File: config.mk
export PLATFORM = sky130hd
export DESIGN_NAME = dtmf_pair_validator
export DESIGN_NICKNAME = d
export VERILOG_FILES = /design/src/rtl/dtmf_val_pkg.sv /design/src/rtl/dtmf_edge_sync.sv /design/src/rtl/dtmf_window_meter.sv /design/src/rtl/dtmf_tone_classifier.sv /design/src/rtl/dtmf_group_track.sv /design/src/rtl/dtmf_pair_validator.sv
export SDC_FILE = /design/constraint.sdc
export NUM_CORES = 1
export LEC_CHECK = 0
export BUFFER_PORTS_ARGS = -buffer_cell sky130_fd_sc_hd__buf_4
export CAP_MARGIN = 20
export CORE_MARGIN = 5
export CORE_UTILIZATION = 55
export CTS_BUF_LIST = sky130_fd_sc_hd__clkbuf_16
export CTS_CLUSTER_DIAMETER = 50
export DETAILED_ROUTE_END_ITERATION = 8
export PLACE_DENSITY = 0.71
export SYNTH_ARGS = -nofsm -noshare
export SYNTH_HDL_FRONTEND = slang
export SYNTH_SLANG_ARGS = --single-unit
export TNS_END_PERCENT = 1
File: constraint.sdc
create_clock -name clk -period 4.8 [get_ports clk]
set_input_delay 0.72 -clock clk [delete_from_list [all_inputs] [get_ports clk]]
set_output_delay 0.72 -clock clk [all_outputs]
set_load 0.05 [all_outputs]
File: src/rtl/dtmf_val_pkg.sv
package dtmf_val_pkg;

   localparam int NUM_TONES = 4;
   localparam int IDX_W     = 2;

   typedef struct packed {
      logic             hit;
      logic [IDX_W-1:0] idx;
   } tone_res_t;

   // Nominal tone frequency in Hz; grp 0 = low group, grp 1 = high group.
   function automatic int tone_hz(input int grp, input int k);
      int f;
      f = 0;
      if (grp == 0) begin
         case (k)
            0: f = 697;
            1: f = 770;
            2: f = 852;
            default: f = 941;
         endcase
      end else begin
         case (k)
            0: f = 1209;
            1: f = 1336;
            2: f = 1477;
            default: f = 1633;
         endcase
      end
      return f;
   endfunction

   // Shortest accepted window count: frequency at +1.5 % + 2 Hz.
   function automatic longint win_lo(input longint ref_hz, input int periods, input int f_hz);
      return (longint'(periods) * ref_hz * 1000) / (longint'(f_hz) * 1015 + 2000);
   endfunction

   // Longest accepted window count: frequency at -1.5 % - 2 Hz, rounded up.
   function automatic longint win_hi(input longint ref_hz, input int periods, input int f_hz);
      return (longint'(periods) * ref_hz * 1000) / (longint'(f_hz) * 985 - 2000) + 1;
   endfunction

endpackage

File: src/rtl/dtmf_edge_sync.sv
module dtmf_edge_sync #(
   parameter int STAGES = 2
) (
   input  logic clk,
   input  logic rst_n,
   input  logic clr,
   input  logic din,
   output logic rise
);
   logic [STAGES:0] pipe;

   always_ff @(posedge clk or negedge rst_n) begin
      if (!rst_n)   pipe <= '0;
      else if (clr) pipe <= '0;
      else          pipe <= {pipe[STAGES-1:0], din};
   end

   assign rise = pipe[STAGES-1] & ~pipe[STAGES];
endmodule

File: src/rtl/dtmf_window_meter.sv
module dtmf_window_meter #(
   parameter int     PERIODS = 4,
   parameter int     CW      = 16,
   parameter longint LIMIT   = 1000
) (
   input  logic          clk,
   input  logic          rst_n,
   input  logic          clr,
   input  logic          rise,
   output logic          done,
   output logic          tmo,
   output logic [CW-1:0] win
);
   localparam int EW = (PERIODS > 2) ? $clog2(PERIODS) : 1;

   logic          armed;
   logic [CW-1:0] cnt;
   logic [EW-1:0] edges;

   always_ff @(posedge clk or negedge rst_n) begin
      if (!rst_n) begin
         armed <= 1'b0; cnt <= '0; edges <= '0;
         done <= 1'b0; tmo <= 1'b0; win <= '0;
      end else if (clr) begin
         armed <= 1'b0; cnt <= '0; edges <= '0;
         done <= 1'b0; tmo <= 1'b0; win <= '0;
      end else begin
         done <= 1'b0;
         tmo  <= 1'b0;
         if (rise) begin
            if (!armed) begin
               armed <= 1'b1;
               cnt   <= CW'(1);
               edges <= '0;
            end else if (edges == EW'(PERIODS - 1)) begin
               done  <= 1'b1;
               win   <= cnt;
               cnt   <= CW'(1);
               edges <= '0;
            end else begin
               edges <= edges + 1'b1;
               cnt   <= cnt + 1'b1;
            end
         end else if (armed) begin
            if (cnt > CW'(LIMIT)) begin
               tmo   <= 1'b1;
               armed <= 1'b0;
               cnt   <= '0;
               edges <= '0;
            end else begin
               cnt <= cnt + 1'b1;
            end
         end
      end
   end
endmodule

File: src/rtl/dtmf_tone_classifier.sv
module dtmf_tone_classifier
   import dtmf_val_pkg::*;
#(
   parameter int GRP     = 0,
   parameter int REF_HZ  = 3579545,
   parameter int PERIODS = 4,
   parameter int CW      = 16
) (
   input  logic [CW-1:0] win,
   output tone_res_t     res
);
   logic [NUM_TONES-1:0] hit;

   for (genvar k = 0; k < NUM_TONES; k++) begin : g_tone
      localparam longint LO = win_lo(longint'(REF_HZ), PERIODS, tone_hz(GRP, k));
      localparam longint HI = win_hi(longint'(REF_HZ), PERIODS, tone_hz(GRP, k));
      assign hit[k] = (win >= CW'(LO)) && (win <= CW'(HI));
   end

   always_comb begin
      res.hit = |hit;
      res.idx = '0;
      for (int k = 0; k < NUM_TONES; k++) begin
         if (hit[k]) res.idx = IDX_W'(k);
      end
   end
endmodule

File: src/rtl/dtmf_group_track.sv
module dtmf_group_track
   import dtmf_val_pkg::*;
#(
   parameter int GRP         = 0,
   parameter int REF_HZ      = 3579545,
   parameter int PERIODS     = 4,
   parameter int SYNC_STAGES = 2
) (
   input  logic             clk,
   input  logic             rst_n,
   input  logic             clr,
   input  logic             sq,
   output logic             conf,
   output logic [IDX_W-1:0] idx,
   output logic             done,
   output logic             tmo
);
   // Longest valid window belongs to the lowest tone of the group.
   localparam longint LIMIT = win_hi(longint'(REF_HZ), PERIODS, tone_hz(GRP, 0));
   localparam int     CW    = $clog2(LIMIT + 3);

   logic             rise;
   logic [CW-1:0]    win;
   tone_res_t        res;
   logic             prev_ok;
   logic [IDX_W-1:0] prev_idx;

   dtmf_edge_sync #(.STAGES(SYNC_STAGES)) u_sync (
      .clk(clk), .rst_n(rst_n), .clr(clr), .din(sq), .rise(rise)
   );

   dtmf_window_meter #(.PERIODS(PERIODS), .CW(CW), .LIMIT(LIMIT)) u_meter (
      .clk(clk), .rst_n(rst_n), .clr(clr), .rise(rise),
      .done(done), .tmo(tmo), .win(win)
   );

   dtmf_tone_classifier #(.GRP(GRP), .REF_HZ(REF_HZ), .PERIODS(PERIODS), .CW(CW)) u_cls (
      .win(win), .res(res)
   );

   always_ff @(posedge clk or negedge rst_n) begin
      if (!rst_n) begin
         conf <= 1'b0; prev_ok <= 1'b0; prev_idx <= '0;
      end else if (clr) begin
         conf <= 1'b0; prev_ok <= 1'b0; prev_idx <= '0;
      end else if (tmo) begin
         conf    <= 1'b0;
         prev_ok <= 1'b0;
      end else if (done) begin
         if (res.hit) begin
            conf     <= prev_ok && (prev_idx == res.idx);
            prev_ok  <= 1'b1;
            prev_idx <= res.idx;
         end else begin
            conf    <= 1'b0;
            prev_ok <= 1'b0;
         end
      end
   end

   assign idx = prev_idx;
endmodule

File: src/rtl/dtmf_pair_validator.sv
module dtmf_pair_validator
   import dtmf_val_pkg::*;
#(
   parameter int REF_HZ      = 3579545,
   parameter int PERIODS     = 4,
   parameter int SYNC_STAGES = 2
) (
   input  logic             clk,
   input  logic             rst_n,
   input  logic             pwr_dn,
   input  logic             lo_sq,
   input  logic             hi_sq,
   output logic             sig_cond,
   output logic [IDX_W-1:0] row_idx,
   output logic [IDX_W-1:0] col_idx
);
   localparam int NGRP = 2;

   if (PERIODS < 2) begin : g_bad_periods
      $error("PERIODS must be at least 2");
   end
   if (SYNC_STAGES < 2) begin : g_bad_sync
      $error("SYNC_STAGES must be at least 2");
   end
   if (REF_HZ < 20000) begin : g_bad_ref
      $error("REF_HZ too low to resolve the tone tolerance");
   end

   logic [NGRP-1:0]            sq_in;
   logic [NGRP-1:0]            grp_conf;
   logic [NGRP-1:0]            grp_done;
   logic [NGRP-1:0]            grp_tmo;
   logic [NGRP-1:0][IDX_W-1:0] grp_idx;

   assign sq_in = {hi_sq, lo_sq};

   for (genvar g = 0; g < NGRP; g++) begin : g_grp
      dtmf_group_track #(
         .GRP(g), .REF_HZ(REF_HZ), .PERIODS(PERIODS), .SYNC_STAGES(SYNC_STAGES)
      ) u_trk (
         .clk(clk), .rst_n(rst_n), .clr(pwr_dn), .sq(sq_in[g]),
         .conf(grp_conf[g]), .idx(grp_idx[g]),
         .done(grp_done[g]), .tmo(grp_tmo[g])
      );
   end

   always_ff @(posedge clk or negedge rst_n) begin
      if (!rst_n) begin
         sig_cond <= 1'b0; row_idx <= '0; col_idx <= '0;
      end else if (pwr_dn) begin
         sig_cond <= 1'b0; row_idx <= '0; col_idx <= '0;
      end else begin
         sig_cond <= &grp_conf;
         row_idx  <= (&grp_conf) ? grp_idx[0] : '0;
         col_idx  <= (&grp_conf) ? grp_idx[1] : '0;
      end
   end
endmodule

==> impl_metrics.tcl <==
set metrics [dict create \
    ys.flop_type "dfrtp_1" \
    fin_setup_tns_ns 0 \
    layout.cells.non_filler 633 \
    relSlewSlack_pct 32.9 \
    p_seq_share_pct 49.3 \
    vias 4051 \
    synth-edff-count 0 \
    setup_ws_ns 2.28 \
    drtIter0Drc 270 \
    worstHoldPathType "input pin to asynchronous set/reset pin" \
    overflow 0 \
    fin_nets 531 \
    synth_nets 543 \
    ant_nets 0 \
    dr.pass1.iters 5 \
    async_reset_ff_share_pct 100 \
    hold_viol_final 0 \
    syn_to_final_growth_pct 8.30 \
    htreeDepth 3 \
    yosysWarnings 0 \
    drive_above_1_share_pct 7.62 \
    io_buffer_count 9 \
    finalCritPeriodShare_pct 52.5 \
    hpwlAfterDp_um 7240 \
    clock_skew_ns 0.00749 \
    cp_data_arrival_time_ns 2.77 \
    fin_crit_ns 2.52 \
    path_class "flip-flop to flip-flop" \
    grt_use_total_pct 21.6 \
    power.internal_mw 1.17 \
    ir_drop_v 0.000174 \
    via_per_inst 6.40 \
    fin_area_um2 5170 \
    clock_sinks 87 \
    cts-root-buf "clkbuf_16" \
    avgSynthCellArea_um2 8.98 \
    initial_utilization_pct 55.6 \
    clk_latency_ns 0.34 \
    cts.clk_slew.worst_paths_ns 0.06 \
    power_density_nw_per_um2 295 \
    die_x_um 103 \
    totalPowerFinal_mw 1.52 \
    dp_slack_ns 2.25 \
    die_area_um2 10600 \
    drv_cap 0 \
    post_cts_buffers 0 \
    p_leak_nw 2.20 \
    clock.fmax_mhz 397 \
    worstPathRequired_ns 5.05 \
    placed_cell_area_um2 4850 \
    endpoint_kind "flip-flop" \
    finish.utilization_pct 60.2 \
    finalSetupViolCount 0 \
    cp-start-kind "flip-flop" \
    status "finished, final reports clean" \
    p_clk_share_pct 46.5 \
    fp-row-count 34 \
    final_max_slew_viol_count 0 \
    wl_per_cell_um 16.8 \
    rsz0062_at_grt "no" \
    numCtsBuffers 9 \
    dp.cells 615 \
    critPathSlowestCell "o211ai_2" \
    grt_max_degree 49 \
    crit_chain "or4_1 -> o41ai_1 -> a21oi_1 -> o211ai_2 -> a31oi_1 -> a31oi_1" \
    netSwitchingPower_mw 0.358 \
    worstMarginPinSlew_ns 0.999 \
    synth_cell_types 67 \
    syn_area_um2 4780 \
    die_h_um 103 \
    critPathBufInv 0 \
    drc_errors 0 \
    io_pins 10 \
    yosysSeqAreaShare_pct 45.6 \
    critPathMaxStageDelay_ns 0.69 \
    grt_pass1_wl_um 18400 \
    p_comb_share_pct 4.2 \
    sw_frac_of_total_pct 23.5 \
    cts_buffer_depth 2 \
    tritoncts "done" \
    diodes 0 \
    post_cts_resized 0 \
    synth_cells 532 \
    grt_pass1_vias 3821 \
    crit_family "compound AO/OA/AOI/OAI gates" \
    fillerInstances 745 \
    hold_slack_ns 0.353 \
    cp_max_fo 23 \
    critPathMostFrequentCell "a31oi_1" \
    ys_ff_latch 87 \
    hold_buffers 0 \
    antenna_found_initial 0 \
    globalplace.congestion 0.910 \
    coreArea_um2 8590 \
    drt_wl_total_um 10600 \
]
-- state kept, by name, summed over array words and instances (netlist names) --
register / flops
g_grp.u_trk.conf: 2
g_grp.u_trk.prev_ok: 2
g_grp.u_trk.u_meter.edges: 4
sig_cond: 1
g_grp.u_trk.u_meter.armed: 2
g_grp.u_trk.u_meter.win: 29
g_grp.u_trk.u_sync.pipe: 6
g_grp.u_trk.idx: 4
col_idx: 2
g_grp.u_trk.u_meter.done: 2
row_idx: 2
g_grp.u_trk.u_meter.cnt: 29
g_grp.u_trk.u_meter.tmo: 2
-- layout by cell type, fill, tap and decap left out, drive strengths merged, types with 4 or more instances in the layout --
| cell type | instances |
|---|---|
| nor4 | 4 |
| clkbuf | 9 |
| o21ai | 29 |
| dfrtp | 87 |
| o211ai | 7 |
| nor2 | 41 |
| nor3 | 15 |
| o31ai | 8 |
| a21oi | 41 |
| or3 | 4 |
| and3 | 10 |
| nand3 | 22 |
| nand2 | 54 |
| buf | 13 |
| ha | 6 |
| inv | 15 |
| nand3b | 16 |
| a22o | 15 |
| and2 | 5 |
| a31oi | 33 |
| a211oi | 4 |
| nor2b | 15 |
| nand4 | 6 |
-- final cells by class --
| cell class | count | area [um2] | area share (%) |
|---|---|---|---|
| well taps | 108 | 135 | 2.61 |
| repair buffers | 13 | 97.6 | 1.89 |
| clock buffers | 9 | 225 | 4.35 |
| flip-flops and latches | 87 | 2180 | 42.1 |
| multi-input cells | 396 | 2410 | 46.6 |
| inverters | 13 | 48.8 | 0.943 |
| clock inverters | 7 | 78.8 | 1.52 |
-- worst reg2reg max path, cell delays in order (launching register included) --
cell,delay (ns)
dfrtp_1,0.45
or4_1,0.54
o41ai_1,0.25
a21oi_1,0.12
o211ai_2,0.69
a31oi_1,0.20
a31oi_1,0.19
-- power by group through the flow --
stage / clock network, mW / registers, mW / logic (mW)
2_1_floorplan: 0 / 0.761 / 0.0386
3_3_place_gp: 0 / 0.764 / 0.0622
3_5_place_dp: 0 / 0.765 / 0.0642
4_1_cts: 0.719 / 0.751 / 0.0643
5_1_grt: 0.753 / 0.752 / 0.0747
6_report: 0.709 / 0.751 / 0.0639
-- per-layer routing --
layer	vias to the layer above	share of wire, %	wire, um	global-route usage [%]
li1	1946	-	-	-
met1	1989	48	5130	32.1
met2	103	46	4890	32.2
met3	13	4.0	430	3.55
met4	0	1.7	176	7.07
met5	-	0	0	0
-- synthesized netlist by cell type, drive strengths merged (4+ instances only) --
library cell / instances / area (um2)
nor3: 15 / 75.1
nand4: 6 / 37.5
o21ai: 29 / 145
buf: 5 / 23.8
o31ai: 8 / 65.1
o211ai: 7 / 57.6
nand3: 22 / 110
nor2b: 15 / 93.8
ha: 6 / 75.1
a21oi: 41 / 205
a211oi: 4 / 30.0
clkbuf: 31 / 116
nand3b: 16 / 120
or3: 4 / 25.0
nand2: 54 / 203
a22o: 15 / 131
nor4: 4 / 25.0
nor2: 41 / 156
and2: 5 / 31.3
and3: 10 / 62.6
a31oi: 33 / 206
inv: 13 / 48.8
dfrtp: 87 / 2180
-- worst paths after layout --
path / cells past startpoint / slack [ns] / end / startpoint
worst max-delay path: 6 / 2.28 / g_grp[0].u_trk.u_meter.cnt[11]$_DFFE_PN0P_ / g_grp[0].u_trk.u_meter.cnt[10]$_DFFE_PN0P_
worst min-delay path: 1 / 0.35 / g_grp[0].u_trk.u_meter.win[7]$_DFFE_PN0P_ / rst_n
worst max register to register: 6 / 2.28 / g_grp[0].u_trk.u_meter.cnt[11]$_DFFE_PN0P_ / g_grp[0].u_trk.u_meter.cnt[10]$_DFFE_PN0P_
worst min register to register: 1 / 0.48 / g_grp[0].u_trk.u_sync.pipe[1]$_DFF_PN0_ / g_grp[0].u_trk.u_sync.pipe[0]$_DFF_PN0_
max in group asynchronous: 2 / 3.48 / g_grp[1].u_trk.u_meter.win[8]$_DFFE_PN0P_ / rst_n
min in group clk: 1 / 0.48 / g_grp[0].u_trk.u_sync.pipe[1]$_DFF_PN0_ / g_grp[0].u_trk.u_sync.pipe[0]$_DFF_PN0_
-- kinds of logic after synthesis --
| group | synth area share [%] |
|---|---|
| adders and majority gates | 1.57 |
| AOI/OAI and AO/OA | 23.7 |
| buffers and inverters | 3.96 |
| xor gates and xnor gates | 0.734 |
| DFF | 45.6 |
| muxes | 1.10 |
| and+or+nand+nor | 23.4 |
Note: power is estimated with default switching activity, not from simulation.
